===== config.mk =====
export PLATFORM = sky130hd
export DESIGN_NAME = b66_rx_decode
export DESIGN_NICKNAME = d
export VERILOG_FILES = /design/src/rtl/b66_pkg.sv /design/src/rtl/b66_blk_decode.sv /design/src/rtl/b66_dp.sv /design/src/rtl/b66_seq_ctrl.sv /design/src/rtl/b66_rx_decode.sv
export SDC_FILE = /design/constraint.sdc
export NUM_CORES = 1
export LEC_CHECK = 0
export ABC_CLOCK_PERIOD_IN_PS = 3200
export BUFFER_PORTS_ARGS = -buffer_cell sky130_fd_sc_hd__buf_2
export CAP_MARGIN = 10
export CORE_UTILIZATION = 45
export CTS_CLUSTER_DIAMETER = 80
export DETAILED_ROUTE_END_ITERATION = 7
export PLACE_DENSITY_LB_ADDON = 0.08
export SLEW_MARGIN = 20
export SYNTH_ARGS = -nofsm -noshare
export SYNTH_HDL_FRONTEND = slang
export SYNTH_SLANG_ARGS = --single-unit

===== constraint.sdc =====
create_clock -name clk -period 3.2 [get_ports clk]
set_input_delay 0.64 -clock clk [delete_from_list [all_inputs] [get_ports clk]]
set_output_delay 0.64 -clock clk [all_outputs]
set_load 0.1 [all_outputs]

===== src/rtl/b66_pkg.sv =====
package b66_pkg;
  localparam int LANES = 8;
  localparam int OCT   = 8;
  localparam int DW    = LANES * OCT;

  localparam logic [7:0] CH_IDLE  = 8'h07;
  localparam logic [7:0] CH_START = 8'hFB;
  localparam logic [7:0] CH_TERM  = 8'hFD;
  localparam logic [7:0] CH_ERR   = 8'hFE;

  localparam logic [7:0] TY_IDLE  = 8'h1E;
  localparam logic [7:0] TY_START = 8'h78;

  localparam logic [1:0] HDR_DATA = 2'b01;
  localparam logic [1:0] HDR_CTRL = 2'b10;

  typedef enum logic [2:0] {
    BLK_DATA,
    BLK_START,
    BLK_TERM,
    BLK_IDLE,
    BLK_BAD
  } blkClass_e;

  typedef enum logic {
    ST_IDLE,
    ST_PKT
  } rxState_e;

  // Strobes from the sequence controller to the datapath.
  typedef struct packed {
    logic capErr;    // block being captured is itself errored
    logic backMark;  // held block must be released as errors
  } ctlStrobe_t;

  // Type byte of the terminate block whose terminate sits in lane k.
  function automatic logic [7:0] termCode(input int k);
    case (k)
      0:       termCode = 8'h87;
      1:       termCode = 8'h99;
      2:       termCode = 8'hAA;
      3:       termCode = 8'hB4;
      4:       termCode = 8'hCC;
      5:       termCode = 8'hD2;
      6:       termCode = 8'hE1;
      default: termCode = 8'hFF;
    endcase
  endfunction
endpackage


===== src/rtl/b66_blk_decode.sv =====
module b66_blk_decode
  import b66_pkg::*;
(
  input  logic [1:0]       hdr,
  input  logic [DW-1:0]    payload,
  output blkClass_e        cls,
  output logic             hdrBad,
  output logic [DW-1:0]    decData,
  output logic [LANES-1:0] decCtrl
);
  logic [7:0]                 typeByte;
  logic [LANES-1:0]           termHit;
  logic [LANES-1:0][OCT-1:0]  termDat [LANES];
  logic [LANES-1:0]           termCtr [LANES];
  logic [DW-1:0]              termSel;
  logic [LANES-1:0]           termCtrSel;

  assign typeByte = payload[7:0];

  // One candidate output for each terminate position.
  for (genvar k = 0; k < LANES; k++) begin : g_term
    assign termHit[k] = (typeByte == termCode(k));
    for (genvar i = 0; i < LANES; i++) begin : g_lane
      if (i < k) begin : g_dat
        assign termDat[k][i] = payload[OCT*(i+1) +: OCT];
      end else if (i == k) begin : g_end
        assign termDat[k][i] = CH_TERM;
      end else begin : g_pad
        assign termDat[k][i] = CH_IDLE;
      end
      assign termCtr[k][i] = (i >= k);
    end
  end

  // The type codes are distinct, so at most one candidate is selected.
  always_comb begin
    termSel    = '0;
    termCtrSel = '0;
    for (int k = 0; k < LANES; k++) begin
      if (termHit[k]) begin
        termSel    = termSel | termDat[k];
        termCtrSel = termCtrSel | termCtr[k];
      end
    end
  end

  always_comb begin
    hdrBad  = (hdr == 2'b00) || (hdr == 2'b11);
    cls     = BLK_BAD;
    decData = {LANES{CH_ERR}};
    decCtrl = '1;
    if (hdrBad) begin
      cls = BLK_BAD;
    end else if (hdr == HDR_DATA) begin
      cls     = BLK_DATA;
      decData = payload;
      decCtrl = '0;
    end else if (typeByte == TY_IDLE) begin
      cls     = BLK_IDLE;
      decData = {LANES{CH_IDLE}};
      decCtrl = '1;
    end else if (typeByte == TY_START) begin
      cls     = BLK_START;
      decData = {payload[DW-1:OCT], CH_START};
      decCtrl = {{(LANES-1){1'b0}}, 1'b1};
    end else if (|termHit) begin
      cls     = BLK_TERM;
      decData = termSel;
      decCtrl = termCtrSel;
    end
  end
endmodule


===== src/rtl/b66_dp.sv =====
module b66_dp
  import b66_pkg::*;
(
  input  logic             clk,
  input  logic             rst,
  input  logic             inValid,
  input  logic [1:0]       inHeader,
  input  logic [DW-1:0]    inPayload,
  input  ctlStrobe_t       ctl,
  output blkClass_e        blkClass,
  output logic             hdrBad,
  output logic             outValid,
  output logic [DW-1:0]    outData,
  output logic [LANES-1:0] outCtrl
);
  localparam logic [DW-1:0] IDLE_WORD = {LANES{CH_IDLE}};
  localparam logic [DW-1:0] ERR_WORD  = {LANES{CH_ERR}};

  logic [DW-1:0]    decData;
  logic [LANES-1:0] decCtrl;
  logic             s1Valid;
  logic             s1Err;
  logic [DW-1:0]    s1Data;
  logic [LANES-1:0] s1Ctrl;

  b66_blk_decode u_dec (
    .hdr     (inHeader),
    .payload (inPayload),
    .cls     (blkClass),
    .hdrBad  (hdrBad),
    .decData (decData),
    .decCtrl (decCtrl)
  );

  // Hold stage: keeps the decoded block while the next one is judged.
  always_ff @(posedge clk) begin
    if (rst) begin
      s1Valid <= 1'b0;
      s1Err   <= 1'b0;
      s1Data  <= IDLE_WORD;
      s1Ctrl  <= '1;
    end else begin
      s1Valid <= inValid;
      if (inValid) begin
        s1Err  <= ctl.capErr;
        s1Data <= decData;
        s1Ctrl <= decCtrl;
      end
    end
  end

  // Release stage: back-marking is applied as the block leaves.
  always_ff @(posedge clk) begin
    if (rst) begin
      outValid <= 1'b0;
      outData  <= IDLE_WORD;
      outCtrl  <= '1;
    end else begin
      outValid <= s1Valid;
      if (!s1Valid) begin
        outData <= IDLE_WORD;
        outCtrl <= '1;
      end else if (s1Err || ctl.backMark) begin
        outData <= ERR_WORD;
        outCtrl <= '1;
      end else begin
        outData <= s1Data;
        outCtrl <= s1Ctrl;
      end
    end
  end
endmodule


===== src/rtl/b66_seq_ctrl.sv =====
module b66_seq_ctrl
  import b66_pkg::*;
#(
  parameter int CNT_W = 16
) (
  input  logic             clk,
  input  logic             rst,
  input  logic             inValid,
  input  blkClass_e        blkClass,
  input  logic             hdrBad,
  input  logic             clrCount,
  output ctlStrobe_t       ctl,
  output logic [CNT_W-1:0] errCount
);
  localparam logic [CNT_W-1:0] CNT_MAX = {CNT_W{1'b1}};

  rxState_e state, stateNxt;
  logic     legal;

  always_comb begin
    unique case (blkClass)
      BLK_START: legal = (state == ST_IDLE);
      BLK_IDLE:  legal = (state == ST_IDLE);
      BLK_DATA:  legal = (state == ST_PKT);
      BLK_TERM:  legal = (state == ST_PKT);
      default:   legal = 1'b0;
    endcase
  end

  always_comb begin
    stateNxt = state;
    if (inValid) begin
      unique case (blkClass)
        BLK_START: stateNxt = ST_PKT;
        BLK_DATA:  stateNxt = state;
        default:   stateNxt = ST_IDLE;
      endcase
    end
  end

  assign ctl.capErr   = (blkClass == BLK_BAD) || !legal;
  assign ctl.backMark = inValid && (blkClass != BLK_BAD) && !legal;

  always_ff @(posedge clk) begin
    if (rst) begin
      state <= ST_IDLE;
    end else begin
      state <= stateNxt;
    end
  end

  always_ff @(posedge clk) begin
    if (rst || clrCount) begin
      errCount <= '0;
    end else if (inValid && hdrBad && (errCount != CNT_MAX)) begin
      errCount <= errCount + 1'b1;
    end
  end
endmodule


===== src/rtl/b66_rx_decode.sv =====
module b66_rx_decode
  import b66_pkg::*;
#(
  parameter int CNT_W = 16
) (
  input  logic             clk,
  input  logic             rst,
  input  logic             inValid,
  input  logic [1:0]       inHeader,
  input  logic [DW-1:0]    inPayload,
  input  logic             clrCount,
  output logic             outValid,
  output logic [DW-1:0]    outData,
  output logic [LANES-1:0] outCtrl,
  output logic [CNT_W-1:0] errCount
);
  ctlStrobe_t ctl;
  blkClass_e  blkClass;
  logic       hdrBad;

  b66_dp u_dp (
    .clk       (clk),
    .rst       (rst),
    .inValid   (inValid),
    .inHeader  (inHeader),
    .inPayload (inPayload),
    .ctl       (ctl),
    .blkClass  (blkClass),
    .hdrBad    (hdrBad),
    .outValid  (outValid),
    .outData   (outData),
    .outCtrl   (outCtrl)
  );

  b66_seq_ctrl #(.CNT_W(CNT_W)) u_ctrl (
    .clk      (clk),
    .rst      (rst),
    .inValid  (inValid),
    .blkClass (blkClass),
    .hdrBad   (hdrBad),
    .clrCount (clrCount),
    .ctl      (ctl),
    .errCount (errCount)
  );
endmodule


# Word level (Yosys, flattened, before mapping)
# Cells that the tools add are included.
# op_classes
bitwise_logic	10
muxes	34
reduce_logical	17
addsub	1
eq_ne	18
# op_table
cell	n
two-way mux 64 bit	11
OR 64 x 59 -> 64 bit	4
two-way mux 59 bit	3
OR 59 bit	2
two-way mux 8 bit	13
equality test 8 bit, second input constant	8
OR 64 bit	1
adder 16 x 1 -> 16 bit, second input constant	1
!= test 16 bit, second input constant	1
two-way mux 3 bit	5
equality test 8 x 5 -> 1 bit, second input constant	1
equality test 8 x 7 -> 1 bit, second input constant	1
OR reduction 8 bit	1
equality test 3 x 2 -> 1 bit, second input constant	2
OR reduction 2 bit	3
logical AND 1 bit	4
logical OR 1 bit	4
one-hot mux 1 bit (2 select lines)	2
equality test 3 x 1 -> 1 bit, second input constant	1
equality test 3 bit, second input constant	1
zero test 3 bit	1
!= test 3 bit, second input constant	1
NOT 1 bit	3
OR reduction 3 bit	1
other kinds (5)	5
# totals
out_inout_bits	89
register_bits	164
wordCells	90
input_bits	70

# Depth between registers and ports, before layout
# Gate-level depths: netlist (run 1).
# logic_depth
depth_word	21
mapped_depth	10
depth_no_buf	7

# By module
# A second synthesis (run 1) with hierarchy kept.
# hier_totals
hier_cells	857
hier_area_um2	7649.8
# modules_own_cells
module	seq_area_each_um2	instances	area_per_inst_um2	cells_each
b66_dp	2942.8	1	4713.3	404
b66_blk_decode	0.0	1	2055.7	351
b66_seq_ctrl	340.3	1	880.8	102

# Least setup slack after synthesis (run 1)
# OpenSTA, ideal clock, no wires.
# synth_path
path_kind	flip-flop to flip-flop
start	register u_ctrl.errCount[3]
end	register u_ctrl.errCount[7]
synth_period_minus_slack_ns	2.588
slack_ns	0.612
path_buffers	2
arrival_ns	2.518
path_stages_with_launch	8
required_time_ns	3.130
setup_time_ns	0.070
path_cell_list	dfxtp_1 -> and3_1 -> clkbuf_1 -> nand4_1 -> o211ai_1 -> clkbuf_1 -> o21ai_0 -> a21oi_1
# synth_via
elab_chain_cells	2
word_cells_on_any_way	3
classes_between	add/sub: 1; eq/ne: 1; reduce/logical: 1
# synth_lines
element	line	rtl
start, declared	b66_seq_ctrl.sv:13	output logic [CNT_W-1:0] errCount
start signal, assigned	b66_seq_ctrl.sv:56	errCount <= errCount + 1'b1;
branches (longest 2 deep; another with adder 16 x 1 -> 16 bit)	n/a	
# Several ways; the timed one is not identified.
# A chain may end at the register's enable or synchronous reset.

# Worst setup path after layout (run 1)
# layout_path
start	input port inPayload[4]
end	register u_dp.s1Data[35]
# layout_via
elab_chain_cells	19
word_cells_on_any_way	29
classes_between	eq/ne: 10; mux: 12; bitwise: 6; reduce/logical: 1
# layout_lines
element	line	rtl
start, declared	b66_rx_decode.sv:10	input logic [DW-1:0] inPayload,
equality test 8 bit	b66_blk_decode.sv:22	assign termHit[k] = (typeByte == termCode(k));
two-way mux 59 bit	b66_blk_decode.sv:40	if (termHit[k]) begin
OR 59 bit	b66_blk_decode.sv:41	termSel = termSel | termDat[k];
two-way mux 59 bit	b66_blk_decode.sv:40	
OR 64 x 59 -> 64 bit	b66_blk_decode.sv:41	
two-way mux 64 bit	b66_blk_decode.sv:40	
OR 64 x 59 -> 64 bit	b66_blk_decode.sv:41	
two-way mux 64 bit	b66_blk_decode.sv:40	
[3 not listed]	n/a	
two-way mux 64 bit	b66_blk_decode.sv:40	
OR 64 bit	b66_blk_decode.sv:41	
two-way mux 64 bit	b66_blk_decode.sv:40	
two-way mux 64 bit	b66_blk_decode.sv:66	end else if (|termHit) begin
two-way mux 64 bit	b66_blk_decode.sv:62	end else if (typeByte == TY_START) begin
two-way mux 64 bit *	b66_blk_decode.sv:58	end else if (typeByte == TY_IDLE) begin
two-way mux 64 bit *	b66_blk_decode.sv:54	end else if (hdr == HDR_DATA) begin
two-way mux 64 bit *	b66_blk_decode.sv:52	if (hdrBad) begin
end signal, assigned	b66_dp.sv:46	s1Data <= decData;
end, declared	b66_dp.sv:23	logic [DW-1:0] s1Data;
# Mark *: on every way between the ends. The rest lies on a longest branch, timed or not.

==> impl_results.md, run 1 <==
- Outcome: finished, violations left
- Failing checks: DRC
- Final Setup Violations: 0
- IO Pins: 159
- Final Non-Filler Cells: 1097
- Final Critical Period: 2.59 ns
- Gpl congestion: 0.896
- HP Class: flop to flop
- Slew margin rel.: 41.5%
- Die width: 125 um
- Reg2Reg Launch Point: u_ctrl.errCount[0]
- DP Cell Count: 1065
- Antenna-violating nets left: 0
- DRT Wirelength: 20500 um
- Critical Path RT: 3.46 ns
- Setup Buffers After CTS: 0
- Clock tree sinks: 164
- Core ar.: 14700 um2
- Crit path depth: 7
- Initial DRT Pass Iterations: 8
- Top delay family on crit path: compound AO/OA/AOI/OAI gates
- Static leakage: 3.52 nW
- Ratio of total power to cell area: 587 nW/um2
- Synthesized Nets: 821
- RSZ-0062 raised after global routing: no
- Worst Setup Start Kind: primary input
- Hold buffer count at CTS: 0
- Grt total ovfl: 0
- DR iter-0 viols: 522
- Via Count: 6610
- Initial antenna violation count: 0
- Dpl hpwl: 14600 um
- R2R Path End: u_ctrl.errCount[9]
- Average wire per standard cell: 18.7 um
- Post-synth ARST share: 0%
- Via density: 6.03
- Crit end category: flop
- Fmax achieved: 386 MHz
- Largest net degree at the start of global routing: 40
- Cell Rows: 44
- Initial Util: 46.6%
- Avg Cell Area, Syn: 9.14 um2
- Maximum fanout along the worst path: 18
- Final hold violations: 0
- Worst clock skew: 0.00787 ns
- Final period util: 80.9%
- Area leader, netlist: dfxtp_1
- Post-route DRC: 12
- Worst Path Buf+Inv: 2
- CP endpoint: u_dp.s1Data[35]
- Synth Flop Type: dfxtp_1
- PostCTS Resize Cnt: 0
- IO buf count: 158
- CP max stage cell: a2111oi_2
- Critical path type: primary input to flop
- Worst vdd ir: 0.000341 V
- CTS tree: done
- CTS root buffer: clkbuf_16
- Worst-Margin Slew: 0.870 ns
- CP Cell Sequence: buf_2 -> nand4bb_1 -> a2111oi_2 -> nor4_4 -> buf_4 -> nor3_1 -> a221oi_1
- Cell variety after synth: 55
- Synth Instances: 749
- EDFF count, synth: 0
- CTS buffer count: 17
- Number of H-tree levels: 4
- Synth top area share: 47.9%
- Longest Clk Path Bufs: 2
- Total of max-cap violations: 0
- Nets: 972
- Synth Register Bits: 164
- First-pass GRT wire length: 32600 um
- Synth warn: 0
- Area growth syn-to-layout: 24.9%
- Crit path from: inPayload[4]
- Ranking of synthesized cells by area: dfxtp_1 (48%), o21a_1 (4.8%), a21oi_1 (3.9%)
- Worst-case reg-to-reg path depth: 6
- Setup Total Neg Slack: 0 ns
- All-Layer GR Usage: 26.3%
- Antenna Cells: 0
- Final Max Tran Viols: 0
- Worst R2R Setup Slack: 1.08 ns
- Die footprint: 15700 um2
- Cell area after synthesis: 6850 um2
- Worst-Skew Late Latency: 0.42 ns
- Layout cells sized above 1: 26.0%
- CP arrival: 2.85 ns
- Die Ht: 125 um
- Largest stage delay, worst path: 0.70 ns
- Seq/Total Area, Yosys: 47.9%
- Vias in the first global route: 6189
- Clock Pin Slew Worst Setup and Hold Paths: 0.06 ns
report_power, final:
group / internal [mW] / switching (mW) / total (mW)
sequential: 2.14 / 0.0459 / 2.18
clock: 1.35 / 0.824 / 2.18
combinational: 0.183 / 0.476 / 0.660
total: 3.67 / 1.35 / 5.02
registers in the layout, indices dropped and copies added, names as in the netlist:
signal           cells
u_ctrl.errCount     16
u_ctrl.state         1
u_dp.outCtrl         8
u_dp.outData        64
u_dp.outValid        1
u_dp.s1Ctrl          8
u_dp.s1Data         64
u_dp.s1Err           1
u_dp.s1Valid         1
cell families after synthesis:
| logic type | count (synthesis) | share of synthesized area (%) |
|---|---|---|
| xor gates and xnor gates | 9 | 1.15 |
| muxes | 1 | 0.146 |
| DFF | 164 | 47.9 |
| buffers and inverters | 79 | 4.51 |
| adders and majority gates | 2 | 0.365 |
| and+or+nand+nor | 192 | 15.3 |
| AOI/OAI and AO/OA | 302 | 30.6 |
cells in the final DEF (no fill, tap or decap), types with 4 or more instances in the layout:
master	instances
a211oi_1	25
or2_2	7
nor4_1	8
clkbuf_16	17
o21bai_1	16
xor2_1	9
nor2_1	62
buf_2	158
and2_1	6
buf_4	35
a21oi_1	54
or3_1	30
nand2_1	24
o21ai_0	45
o31ai_1	11
nand4bb_1	4
nand2b_1	5
dfxtp_1	164
o221ai_1	17
nand4_1	7
nand3_1	9
bufinv_16	4
a21o_1	6
a22oi_1	18
o21a_1	44
nor3_1	7
o211ai_1	5
o21ai_1	9
inv_1	17
a221oi_1	24
nor4bb_1	9
cell usage after synthesis (all sizes together), types with 6 or more instances:
cell type	instances
a211oi	25
clkbuf	47
nor4	10
dfxtp	164
o21a	44
nor4bb	9
inv	17
nor3	7
nand4	7
or3	30
and2	6
o31ai	11
buf	15
o21bai	16
a22oi	18
a21oi	54
a221oi	24
nand2	24
nand3	9
o21ai	54
nor2	62
or2	7
o221ai	17
xor2	9
a21o	6
area by class of cell:
cell class | count | area [um2]
Multi-Input combinational cell | 506 | 3270
Clock inverter | 11 | 175
Tap cell | 184 | 230
Inverter | 17 | 63.8
Fill cell | 1346 | 6150
Timing Repair Buffer | 194 | 1070
Sequential cell | 164 | 3280
Clock buffer | 21 | 460
worst min-delay path by stage:
| stage | start | to | slack, ns | depth (start not counted) |
|---|---|---|---|---|
| floorplan | u_dp.s1Data[50] | u_dp.outData[50] | 0.42 | 1 |
| global placement | u_dp.s1Ctrl[5] | u_dp.outCtrl[5] | 0.43 | 1 |
| detailed placement | u_dp.s1Data[57] | u_dp.outData[57] | 0.43 | 1 |
| CTS | u_dp.s1Data[57] | u_dp.outData[57] | 0.44 | 1 |
| global route | u_dp.s1Ctrl[5] | u_dp.outCtrl[5] | 0.46 | 1 |
| finish | u_dp.s1Ctrl[5] | u_dp.outCtrl[5] | 0.44 | 1 |
through the flow:
stage	instance area, um2	hold WS (ns)	util [%]	setup WS, ns	power (mW)
2_1_floorplan	6850	0.415	-	0.612	2.68
3_3_place_gp	7910	0.428	53.8	0.357	2.87
3_5_place_dp	7910	0.428	53.8	0.256	2.88
4_1_cts	8550	0.442	58.1	0.685	5.05
5_1_grt	8550	0.460	58.2	0.416	5.19
6_report	8550	0.442	58.2	0.610	5.02
layer usage:
layer  wire length [um]  track usage, %  vias up
met2               9460            42.1      288
met1               9070            34.4     3148
met4                621            12.1        0
met3               1390            4.84       55
li1                   -               -     3119
met5                  0               0        -
No activity file was read; power rests on OpenSTA's default activity.
==> run 2, diff against run 1 <==
--- a/config.mk
+++ b/config.mk
@@ -5,7 +5,7 @@
 export SDC_FILE = /design/constraint.sdc
 export NUM_CORES = 1
 export LEC_CHECK = 0
-export ABC_CLOCK_PERIOD_IN_PS = 3200
+export ABC_CLOCK_PERIOD_IN_PS = 2300
 export BUFFER_PORTS_ARGS = -buffer_cell sky130_fd_sc_hd__buf_2
 export CAP_MARGIN = 10
 export CORE_UTILIZATION = 45
==> constraint.sdc (replaced) <==
create_clock -name clk -period 2.3 [get_ports clk]
set_input_delay 0.46 -clock clk [delete_from_list [all_inputs] [get_ports clk]]
set_output_delay 0.46 -clock clk [all_outputs]
set_load 0.1 [all_outputs]
==> impl_results.md, run 2 (same netlist as run 1, synthesis figures left out) <==
- CP arrival: 2.44 ns (-0.41 ns)
- Largest stage delay, worst path: 0.59 ns (-0.11 ns)
- Failing checks: DRC
- DR iter-0 viols: 573 (+9.8%)
- Sequential Power Share: 42.0% (-1.5 points)
- Final Max Tran Viols: 0 (unchanged)
- Core ar.: 14700 um2 (unchanged)
- Layout cells sized above 1: 32.8% (+6.8 points)
- Antenna-violating nets left: 0 (unchanged)
- Static leakage: 3.88 nW (+10%)
- All-Layer GR Usage: 27.7% (+1.4 points)
- Area growth syn-to-layout: 33.8%
- Fillers: 1297 (-3.6%)
- Net Sw Power: 1.95 mW (+45%)
- Outcome: finished, violations left
- CTS tree: done
- Crit path depth: 8 (+1)
- Final Critical Period: 2.13 ns
- Clock Pin Slew Worst Setup and Hold Paths: 0.07 ns (about the same)
- Via Count: 6816 (+3.1%)
- Die width: 125 um (unchanged)
- DRT Wirelength: 21600 um (+5.2%)
- IO Pins: 159 (unchanged)
- Vias in the first global route: 6686 (+8.0%)
- Average wire per standard cell: 18.6 um (-0.56%)
- CP Cell Sequence: buf_2 -> buf_4 -> nor4bb_1 -> o21a_2 -> buf_4 -> o31ai_1 -> a2111oi_0 -> a2111oi_0
- Worst-Margin Slew: 0.741 ns (-0.129 ns)
- Setup Buffers After CTS: 0 (unchanged)
- Largest net degree at the start of global routing: 46 (+15%)
- Crit path from: inPayload[1]
- Final Setup Violations: 0 (unchanged)
- Critical Path RT: 2.61 ns (-0.85 ns)
- HP Class: primary input to flop
- Via density: 5.87 (-2.6%)
- Initial antenna violation count: 0 (unchanged)
- Most common cell after layout, fill and taps aside: buf_2
- Final period util: 92.8%
- Die Ht: 125 um (unchanged)
- Slew margin rel.: 50.4% (+8.9 points)
- First-pass GRT wire length: 34400 um (+5.5%)
- Cell Rows: 44 (unchanged)
- Overall power: 7.22 mW (+44%)
- Worst-case reg-to-reg path depth: 7 (+1)
- Dpl hpwl: 15700 um (+7.5%)
- Worst Path Buf+Inv: 3 (+1)
- Final hold violations: 0 (unchanged)
- Longest Clk Path Bufs: 2 (unchanged)
- Antenna Cells: 0 (unchanged)
- Grt total ovfl: 0 (unchanged)
- CTS buffer count: 17 (unchanged)
- CTS root buffer: clkbuf_16
- Most frequent cells in the layout: buf_2 (158), dfxtp_1 (150), buf_4 (94), nor2_1 (62), a21oi_1 (53)
- Fmax achieved: 469 MHz
- RSZ-0062 raised after global routing: no
- Logic pwr share: 13.9% (+0.8 points)
- Clock power share: 44.1% (+0.7 points)
- Initial DRT Pass Iterations: 7 (-1)
- Crit end category: flop
- Worst-Skew Late Latency: 0.43 ns (about the same)
- Critical path type: primary input to flop
- Reg2Reg Launch Point: u_ctrl.errCount[0]
- R2R Path End: u_ctrl.errCount[15]
- CP max stage cell: o31ai_1
- Ratio of total power to cell area: 788 nW/um2 (+34%)
- Gpl congestion: 0.887 (-0.95%)
- Worst R2R Setup Slack: 0.33 ns (-0.75 ns)
- CP endpoint: u_dp.s1Data[23]
- Clock tree sinks: 164 (unchanged)
- Maximum fanout along the worst path: 8 (-10)
- P_int: 5.27 mW (+43%)
- Top delay family on crit path: compound AO/OA/AOI/OAI gates
- Worst Setup Start Kind: primary input
- Worst hold slack: 0.279 ns (-0.164 ns)
- Top flop regs: u_dp.outData (64), u_dp.s1Data (64), u_ctrl.errCount (16)
- Post-route DRC: 12 (unchanged)
- Worst vdd ir: 0.000510 V (+50%)
- Nets: 1036 (+6.6%)
- Number of H-tree levels: 4 (unchanged)
- Switch share: 27.1% (+0.25 points)
- Total of max-cap violations: 0 (unchanged)
- Initial Util: 46.6% (unchanged)
- Die footprint: 15700 um2 (unchanged)
- IO buf count: 158 (unchanged)
- Worst clock skew: 0.00662 ns (-0.00125 ns)
[run 2: timing repair]
item,CTS,global route
hold buffers,0,0
resized for setup,0,1
endpoints found under the setup margin,0,5
[run 2: layout make-up]
cell class                      count  area [um2]  share of cell area, %
Tap cell                          184         230                   2.51
Sequential cell                   164        3300                   36.0
Inverter                           17        63.8                  0.697
Multi-Input combinational cell    506        3290                   35.9
Timing Repair Buffer              258        1620                   17.6
Clock inverter                     14         223                   2.43
Clock buffer                       18         439                   4.79
[run 2: worst min path at each step]
stage | from | end | cells past startpoint
2_1_floorplan | u_dp.s1Data[50] | u_dp.outData[50] | 1
3_3_place_gp | u_dp.s1Ctrl[3] | u_dp.outCtrl[3] | 1
3_5_place_dp | u_dp.s1Ctrl[6] | u_dp.outCtrl[6] | 1
4_1_cts | inPayload[56] | u_dp.s1Data[56] | 3
5_1_grt | inPayload[56] | u_dp.s1Data[56] | 3
6_report | inPayload[56] | u_dp.s1Data[56] | 3
[run 2: worst reg2reg max path, delay by kind of cell, from the launching register on]
| family | cells | cell delay, ns |
|---|---|---|
| AOI/OAI and AO/OA | 3 | 0.80 |
| DFF | 1 | 0.35 |
| and+or+nand+nor | 2 | 0.32 |
| buffers and inverters | 1 | 0.24 |
| adders and majority gates | 1 | 0.18 |
[run 2: power groups by stage]
stage | Clock (mW) | Sequential (mW) | Combinational, mW
2_1_floorplan | 0 | 3.35 | 0.381
3_3_place_gp | 0 | 3.10 | 0.976
3_5_place_dp | 0 | 3.10 | 0.993
4_1_cts | 3.22 | 3.03 | 0.997
5_1_grt | 3.34 | 3.05 | 1.07
6_report | 3.18 | 3.03 | 1.00
[run 2: through the flow]
step | setup WS (ns) | utilization, % | setup TNS, ns | std cells | cell area [um2]
finish | 0.167 | 62.3 | 0 | 1161 | 9160
global route | 0.0843 | 62.3 | 0 | 1161 | 9160
CTS | 0.175 | 62.3 | 0 | 1161 | 9160
detailed placement | -0.256 | 57.8 | -13.74 | 1129 | 8490
global placement | -0.179 | 57.8 | -8.52 | 1129 | 8490
floorplan | -0.00215 | - | -0.0172 | 749 | 6890
[run 2: per-layer routing]
metal,part of all wire (%),wire (um),track usage [%],up-vias
met5,0,0,0,-
met4,2.7,580,12.7,0
met3,6.5,1410,5.35,47
met2,47,10200,45.8,290
met1,44,9460,35.0,3215
li1,-,-,-,3264
==> run 3, diff against run 2 <==
--- a/config.mk
+++ b/config.mk
@@ -5,7 +5,7 @@
 export SDC_FILE = /design/constraint.sdc
 export NUM_CORES = 1
 export LEC_CHECK = 0
-export ABC_CLOCK_PERIOD_IN_PS = 2300
+export ABC_CLOCK_PERIOD_IN_PS = 2460
 export BUFFER_PORTS_ARGS = -buffer_cell sky130_fd_sc_hd__buf_2
 export CAP_MARGIN = 10
 export CORE_UTILIZATION = 45
==> constraint.sdc (replaced) <==
create_clock -name clk -period 2.46 [get_ports clk]
set_input_delay 0.492 -clock clk [delete_from_list [all_inputs] [get_ports clk]]
set_output_delay 0.492 -clock clk [all_outputs]
set_load 0.1 [all_outputs]
==> impl_results.md, run 3 (same netlist as run 1, synthesis figures left out) <==
- Hold buffer count at CTS: 0 (unchanged)
- CTS buffer count: 17 (unchanged)
- CTS tree: done
- RSZ-0062 raised after global routing: no
- Worst clock skew: 0.00710 ns (+0.000477 ns)
- Switch share: 27.2% (+0.16 points)
- Total of max-cap violations: 0 (unchanged)
- Antenna Cells: 0 (unchanged)
- Critical Path RT: 2.76 ns (+0.15 ns)
- Vias in the first global route: 6452 (-3.5%)
- Die width: 125 um (unchanged)
- Worst-Margin Slew: 0.799 ns (+0.0585 ns)
- Antenna-violating nets left: 0 (unchanged)
- Worst vdd ir: 0.000482 V (-5.6%)
- DP Cell Count: 1106 (-2.0%)
- Setup WS pre-CTS: -0.278 ns (-0.0220 ns)
- Ratio of total power to cell area: 746 nW/um2 (-5.3%)
- Layout cells sized above 1: 30.1% (-2.7 points)
- Failing checks: DRC
- Top flop regs: u_dp.outData (64), u_dp.s1Data (64), u_ctrl.errCount (16)
- Wl on met1: 9320 um (-1.5%)
- Most frequent cells in the layout: buf_2 (158), dfxtp_1 (156), buf_4 (76), nor2_1 (62), a21oi_1 (54)
- Static leakage: 3.73 nW (-3.8%)
- Final Setup Violations: 0 (unchanged)
- DRT Wirelength: 21200 um (-1.8%)
- Met3 routed WL: 1350 um (-4.3%)
- Logic pwr share: 13.6% (-0.3 points)
- IO Pins: 159 (unchanged)
- Clock power share: 43.5% (-0.6 points)
- Die Ht: 125 um (unchanged)
- All-Layer GR Usage: 27.3% (-0.42 points)
- Fmax achieved: 430 MHz
- Final Non-Filler Cells: 1138 (-2.0%)
- Final Max Tran Viols: 0 (unchanged)
- Gpl congestion: 0.893 (+0.72%)
- Dpl cell area: 8230 um2 (-3.1%)
- Nets: 1013 (-2.2%)
- Worst Setup Start Kind: primary input
- Post-route DRC: 10 (-2)
- Outcome: finished, violations left
- Clock Pin Slew Worst Setup and Hold Paths: 0.06 ns (about the same)
- Average wire per standard cell: 18.7 um (+0.20%)
- Sequential Power Share: 42.9% (+0.9 points)
- Core ar.: 14700 um2 (unchanged)
- Final instance area: 8870 um2 (-3.1%)
- Number of H-tree levels: 4 (unchanged)
- Grt total ovfl: 0 (unchanged)
- Setup Total Neg Slack: 0 ns (unchanged)
- Met2 WL post-DR: 10000 um (-1.4%)
- Setup Buffers After CTS: 0 (unchanged)
- Final hold violations: 0 (unchanged)
- Initial antenna violation count: 0 (unchanged)
- Via Count: 6728 (-1.3%)
- Final setup margin: 0.136 ns (-0.0309 ns)
- Largest net degree at the start of global routing: 40 (-13%)
- IO buf count: 158 (unchanged)
- Initial DRT Pass Iterations: 8 (+1)
- Critical path type: primary input to flop
- Area growth syn-to-layout: 29.6%
- Clock tree sinks: 164 (unchanged)
- Dpl hpwl: 15300 um (-2.9%)
- CTS root buffer: clkbuf_16
- Slew margin rel.: 46.5% (-4.0 points)
- PostCTS Resize Cnt: 0 (unchanged)
- Final period util: 94.5%
- Initial Util: 46.6% (unchanged)
- Final Critical Period: 2.32 ns
- Maximum fanout along the worst path: 10 (+2)
- Crit end category: flop
- Net Sw Power: 1.80 mW (-7.7%)
- Cell Rows: 44 (unchanged)
- Die footprint: 15700 um2 (unchanged)
- Most common cell after layout, fill and taps aside: buf_2
- Worst-Skew Late Latency: 0.43 ns (about the same)
- First-pass GRT wire length: 33800 um (-1.9%)
- Longest Clk Path Bufs: 2 (unchanged)
- DR iter-0 viols: 478 (-17%)
- Overall power: 6.62 mW (-8.3%)
- CP arrival: 2.62 ns (+0.18 ns)
- P_int: 4.82 mW (-8.5%)
- Via density: 5.91 (+0.70%)
- HP Class: primary input to flop
- DR top layer: met4
-- run 3: metal layers --
metal / vias to the layer above / GRT usage (%)
li1: 3210 / -
met5: - / 0
met4: 0 / 11.8
met2: 266 / 45.1
met3: 44 / 5.31
met1: 3208 / 34.7
-- run 3: layout make-up --
type	count	area (um2)
inverters	17	63.8
repair buffers	235	1380
fillers	1339	5820
clock buffers	19	453
well taps	184	230
clock inverters	13	194
multi-input cells	506	3260
flip-flops and latches	164	3290
-- run 3: critical path, cell delays in order --
cell and delay [ns]:
buf_2 0.20, buf_4 0.15, nand4bb_1 0.12, a2111oi_2 0.55, nor4_4 0.12, buf_4 0.19, buf_4 0.15, a211oi_1 0.35
buf_4 0.21, a221oi_1 0.08
-- run 3: final timing paths --
| check | from | endpoint | slack (ns) | depth (start not counted) |
|---|---|---|---|---|
| max | inPayload[1] | u_dp.s1Data[43] | 0.14 | 10 |
| min | inPayload[56] | u_dp.s1Data[56] | 0.31 | 3 |
| max reg2reg | u_ctrl.errCount[8] | u_ctrl.errCount[7] | 0.37 | 5 |
| min reg2reg | u_dp.s1Ctrl[3] | u_dp.outCtrl[3] | 0.44 | 1 |
-- run 3: metrics by stage --
step / hold WS [ns] / util (%)
after global routing: 0.313 / 60.4
after global placement: 0.426 / 56.0
after floorplan: 0.415 / -
final: 0.312 / 60.4
after detailed placement: 0.422 / 56.0
after CTS: 0.302 / 60.4
-- run 3: power groups by stage --
stage	Combinational [mW]	Clock (mW)	Sequential, mW
finish	0.899	2.88	2.84
detailed placement	0.888	0	2.89
global route	0.958	3.04	2.85
floorplan	0.354	0	3.13
global placement	0.875	0	2.90
CTS	0.892	2.91	2.84
